--- config.mk ---
export PLATFORM = sky130hd
export DESIGN_NAME = spline_knot_interp
export DESIGN_NICKNAME = d
export VERILOG_FILES = /design/src/rtl/spline_pkg.sv /design/src/rtl/spline_prescaler.sv /design/src/rtl/spline_acc_chain.sv /design/src/rtl/spline_knot_interp.sv
export SDC_FILE = /design/constraint.sdc
export NUM_CORES = 1
export LEC_CHECK = 0
export ABC_AREA = 0
export CORE_MARGIN = 4
export CORE_UTILIZATION = 55
export DETAILED_ROUTE_END_ITERATION = 8
export DONT_BUFFER_PORTS = 1
export HOLD_SLACK_MARGIN = 0.08
export PLACE_DENSITY = 0.79
export SYNTH_ARGS = -nofsm -noshare
export SYNTH_HDL_FRONTEND = slang
export SYNTH_SLANG_ARGS = --single-unit
--- constraint.sdc ---
create_clock -name clk -period 3.23 [get_ports clk]
set_input_delay 0.4845 -clock clk [delete_from_list [all_inputs] [get_ports clk]]
set_output_delay 0.4845 -clock clk [all_outputs]
set_load 0.01 [all_outputs]
--- src/rtl/spline_pkg.sv ---
package spline_pkg;
    localparam int DEF_OUT_W = 16;
    localparam int DEF_ORDER = 3;
    localparam int DEF_DUR_W = 16;
    localparam int DEF_EXP_W = 4;

    // Bit offset of term n in the packed coefficient bus (term n is out_w*(n+1) wide)
    function automatic int coef_offset(input int n, input int out_w);
        return out_w * n * (n + 1) / 2;
    endfunction

    function automatic int coef_bus_width(input int order, input int out_w);
        return out_w * (order + 1) * (order + 2) / 2;
    endfunction
endpackage

--- src/rtl/spline_prescaler.sv ---
module spline_prescaler #(
    parameter int EXP_W = 4,
    localparam int PRE_W = (1 << EXP_W) - 1
) (
    input  logic             clk,
    input  logic             rst_n,
    input  logic             tick_en,
    input  logic [EXP_W-1:0] stretch_exp,
    input  logic             clear,
    output logic             step
);
    typedef struct packed {
        logic [PRE_W-1:0] cnt;
    } pre_t;

    pre_t             pre_d, pre_q;
    logic [PRE_W-1:0] limit;

    always_comb begin
        limit = ~({PRE_W{1'b1}} << stretch_exp);
        step  = tick_en && (pre_q.cnt >= limit);
        pre_d = pre_q;
        if (clear) begin
            pre_d.cnt = '0;
        end else if (tick_en) begin
            pre_d.cnt = step ? '0 : pre_q.cnt + 1'b1;
        end
    end

    always_ff @(posedge clk) begin
        if (!rst_n) pre_q <= '0;
        else        pre_q <= pre_d;
    end
endmodule

--- src/rtl/spline_acc_chain.sv ---
module spline_acc_chain
    import spline_pkg::*;
#(
    parameter int OUT_W = DEF_OUT_W,
    parameter int ORDER = DEF_ORDER,
    localparam int ACC_W  = OUT_W * (ORDER + 1),
    localparam int COEF_W = coef_bus_width(ORDER, OUT_W)
) (
    input  logic              clk,
    input  logic              rst_n,
    input  logic              load,
    input  logic              advance,
    input  logic [COEF_W-1:0] knot_coef,
    output logic [OUT_W-1:0]  sample
);
    typedef struct packed {
        logic [ORDER:0][ACC_W-1:0] acc;
    } chain_t;

    chain_t                    ch_d, ch_q;
    logic [ORDER:0][ACC_W-1:0] seed;

    for (genvar g = 0; g <= ORDER; g++) begin : g_seed
        localparam int FW  = OUT_W * (g + 1);
        localparam int OFF = coef_offset(g, OUT_W);
        assign seed[g] = ACC_W'(knot_coef[OFF +: FW]) << (ACC_W - FW);
    end

    always_comb begin
        ch_d = ch_q;
        if (load) begin
            ch_d.acc = seed;
        end else if (advance) begin
            for (int n = 0; n < ORDER; n++) begin
                ch_d.acc[n] = ch_q.acc[n] + ch_q.acc[n+1];
            end
        end
    end

    always_ff @(posedge clk) begin
        if (!rst_n) ch_q <= '0;
        else        ch_q <= ch_d;
    end

    assign sample = ch_q.acc[0][ACC_W-1 -: OUT_W];
endmodule

--- src/rtl/spline_knot_interp.sv ---
module spline_knot_interp
    import spline_pkg::*;
#(
    parameter int OUT_W = DEF_OUT_W,
    parameter int ORDER = DEF_ORDER,
    parameter int DUR_W = DEF_DUR_W,
    parameter int EXP_W = DEF_EXP_W,
    localparam int COEF_W = coef_bus_width(ORDER, OUT_W)
) (
    input  logic              clk,
    input  logic              rst_n,
    input  logic              tick_en,
    input  logic [EXP_W-1:0]  stretch_exp,
    input  logic              knot_valid,
    output logic              knot_ready,
    input  logic [DUR_W-1:0]  knot_dur,
    input  logic [COEF_W-1:0] knot_coef,
    output logic [OUT_W-1:0]  sample_out,
    output logic              underrun
);
    typedef struct packed {
        logic             active;
        logic             underrun;
        logic [DUR_W-1:0] rem;
    } ctl_t;

    ctl_t ctl_d, ctl_q;
    logic step, expire, load, advance;

    spline_prescaler #(.EXP_W(EXP_W)) i_pre (
        .clk        (clk),
        .rst_n      (rst_n),
        .tick_en    (tick_en),
        .stretch_exp(stretch_exp),
        .clear      (load),
        .step       (step)
    );

    always_comb begin
        expire     = ctl_q.active && step && (ctl_q.rem == DUR_W'(1));
        knot_ready = !ctl_q.active || expire;
        load       = knot_valid && knot_ready;
        advance    = ctl_q.active && step && !expire;
        ctl_d      = ctl_q;
        if (load) begin
            ctl_d.active   = 1'b1;
            ctl_d.underrun = 1'b0;
            ctl_d.rem      = (knot_dur == '0) ? DUR_W'(1) : knot_dur;
        end else if (expire) begin
            ctl_d.active   = 1'b0;
            ctl_d.underrun = 1'b1;
        end else if (advance) begin
            ctl_d.rem = ctl_q.rem - 1'b1;
        end
    end

    always_ff @(posedge clk) begin
        if (!rst_n) ctl_q <= '0;
        else        ctl_q <= ctl_d;
    end

    spline_acc_chain #(.OUT_W(OUT_W), .ORDER(ORDER)) i_chain (
        .clk      (clk),
        .rst_n    (rst_n),
        .load     (load),
        .advance  (advance),
        .knot_coef(knot_coef),
        .sample   (sample_out)
    );

    assign underrun = ctl_q.underrun;
endmodule

==> reports/metrics.cfg <==
[critical_path]
rr_startpoint=i_chain.ch_q[81]$_SDFFE_PP0P_
r2r-end=i_chain.ch_q[106]$_SDFFE_PN0P_
r2r_slack_ps=30
crit_fanout=3
arrival_ps=3630
crit_end=i_chain.ch_q[106]$_SDFFE_PN0P_
crit_path_start_kind=flop
critical_path_class=reg -> reg
endpoint_kind=flop
r2r_cells=12
worstSetupStartpoint=i_chain.ch_q[81]$_SDFFE_PP0P_
required_ps=3660

[routing]
via_per_inst=6.41
drt_iter0_drc=2851
antenna_left=0
firstDrtPassIters=6
post_drt_wl_per_cell_um=20.2
vias=23800
drc_errors=0
drt-total-wl_um=75000

[global_route]
grt_pass1_wl_um=117000
grt_max_degree=152
grt_use_total=0.318
overflow=0
grt_pass1_vias=22200
antenna_found_initial=16

[timing]
relSlewSlack=0.180
hold_viol_final=0
tightest_slew_ps=1230
drv_slew=0
fin_crit_sh=0.992
rsz0062_at_grt=yes
finalSetupViolCount=0
fin_ws_ps=27.3
finClkSkew_ps=23.3
fin_crit_ps=3200
timing.fmax_mhz=312
tns_ps=0

[place]
dp_slack_ps=-290
io_buffers=0
dpl.hpwl_um=55800
place_congestion=1.00

[die]
dieArea_sq_mm=0.0442
placeableCoreArea_sq_mm=0.0401
die_w_um=210
rows=73
die_y_um=210
start_util=0.561
io_pins=202

[logic_synthesis]
synth_flop_cell=dfxtp_1
async_flop_share=0
synth_nets=3439
yosys_warnings=0
synth_enable_flop_cells=0
ys_seq_elements=289
syn_area_sq_mm=0.0225
syn_inst=3045
ys_types=85
avgSynthCellArea_sq_um=7.39
synth_seq_area_share=0.257

[layout]
n_fill_cell=3354
drive_above_1_share=0.120
nets=3555
final_common_cell=nand2_1
final_cell_mix=nand2_1, a21oi_1, dfxtp_1, nor2_1, buf_4
area_growth_pct=17.3

[pwr]
powerDensity_mw_per_mm2=354
p_leak_nw=11.1
ir_drop_v=0.000403

[worst_hold_path]
hold_path.class=in -> reg

[flow_run]
drv_cap=0

[clock_network]
cts_tree=yes
cts_buffer_depth=3
clkSinkCount=289
clock_latency_ps=560
htree_levels=2
cts_made_buffers=36
cts_root_buf=clkbuf_16
path_clk_slew_ps=60

[status]
status=finished clean

cells by family after synthesis:
kind of cell / Yosys count / share of synthesized area
AOI/OAI and AO/OA: 1090 / 0.304
xor gates and xnor gates: 172 / 0.0669
adders and majority gates: 210 / 0.118
buffers and inverters: 268 / 0.0500
DFF: 289 / 0.257
muxes: 4 / 0.00183
and+or+nand+nor: 1012 / 0.202
stage by stage:
step / cell area (sq um) / total power, mW / util / instances / hold WS (ps)
2_1_floorplan: 22500 / 4.89 / - / 3045 / 432
3_3_place_gp: 24100 / 5.28 / 0.600 / 3576 / 443
3_5_place_dp: 24100 / 5.31 / 0.600 / 3576 / 450
4_1_cts: 25900 / 9.32 / 0.647 / 3700 / 82.5
5_1_grt: 26400 / 9.66 / 0.658 / 3713 / 85.0
6_report: 26400 / 9.34 / 0.658 / 3718 / 98.2
power breakdown:
part           internal, mW  switching, mW
logic                 0.625          0.882
registers              3.70          0.170
clock network          2.34           1.62
cell type report:
class | count | area [sq um] | area share
inverter | 74 | 280 | 0.0106
timing repair buffer | 272 | 2400 | 0.0908
sequential | 289 | 5800 | 0.220
tap | 525 | 657 | 0.0249
clock buffer | 46 | 990 | 0.0375
multi-input combinational | 2488 | 16100 | 0.610
clock inverter | 15 | 150 | 0.00569
antenna | 9 | 22.5 | 0.000854
cells in the mapped netlist, types with 18 or more instances:
library cell | number | share of area
nand2_1 | 483 | 0.081
a21oi_1 | 401 | 0.089
dfxtp_1 | 289 | 0.26
ha_1 | 207 | 0.12
nor2_1 | 207 | 0.035
o21ai_0 | 153 | 0.034
clkbuf_1 | 123 | 0.021
a21o_1 | 114 | 0.038
xnor2_1 | 112 | 0.044
inv_1 | 73 | 0.012
nand4_1 | 69 | 0.019
nand3_1 | 60 | 0.013
xor2_1 | 60 | 0.023
a22oi_1 | 56 | 0.019
o22ai_1 | 52 | 0.014
nor3_1 | 49 | 0.011
o21bai_1 | 40 | 0.013
a211oi_1 | 37 | 0.012
buf_2 | 35 | 0.0078
a31oi_1 | 32 | 0.0089
o21a_1 | 31 | 0.010
and3_1 | 21 | 0.0058
nor2b_1 | 21 | 0.0058
o31ai_1 | 20 | 0.0067
buf_4 | 19 | 0.0063
o21ai_1 | 18 | 0.0040
worst min path at each step:
stage	depth (start not counted)	end	slack, ps	from
after floorplan	2	i_chain.ch_q[33]$_SDFFE_PP0P_	430	i_chain.ch_q[33]$_SDFFE_PP0P_
after global placement	2	i_chain.ch_q[35]$_SDFFE_PP0P_	440	i_chain.ch_q[35]$_SDFFE_PP0P_
after detailed placement	2	i_chain.ch_q[28]$_SDFFE_PP0P_	450	i_chain.ch_q[28]$_SDFFE_PP0P_
after CTS	2	i_chain.ch_q[203]$_SDFFE_PN0P_	80	knot_coef[107]
after global routing	2	i_chain.ch_q[241]$_SDFFE_PN0P_	80	knot_coef[145]
final	2	i_chain.ch_q[203]$_SDFFE_PN0P_	100	knot_coef[107]
per-layer routing:
metal | routed length [um] | GRT usage | vias to the layer above | share of wire
li1 | - | - | 11300 | -
met3 | 6880 | 0.0744 | 191 | 0.092
met5 | 132 | 0 | - | 0.0018
met4 | 2480 | 0.105 | 18 | 0.033
met1 | 32500 | 0.437 | 11200 | 0.43
met2 | 33000 | 0.497 | 1068 | 0.44
worst max-delay path, stage by stage (launching register included):
cell	delay [ps]
dfxtp_1	350
ha_1	310
nand4_1	180
or4_4	560
o21a_1	190
o221a_4	280
nand3_2	70
a221o_2	190
o31ai_2	70
o21a_1	220
buf_4	140
and4_4	170
or3b_1	330
state kept, by name, summed over array words and instances, names as in the netlist:
signal	flops
ctl_q	17
i_pre.pre_q	15
i_chain.sample	16
underrun	1
i_chain.ch_q	240
repair_timing:
action / CTS / global route
hold buffers: 60 / 0
hold endpoints to repair: 83 / 0
gates resized for setup: 24 / 91
pin swaps: 7 / 24
buffers inserted: 3 / 9
setup endpoints to repair: 30 / 57
No activity file was read; power rests on OpenSTA's default activity.
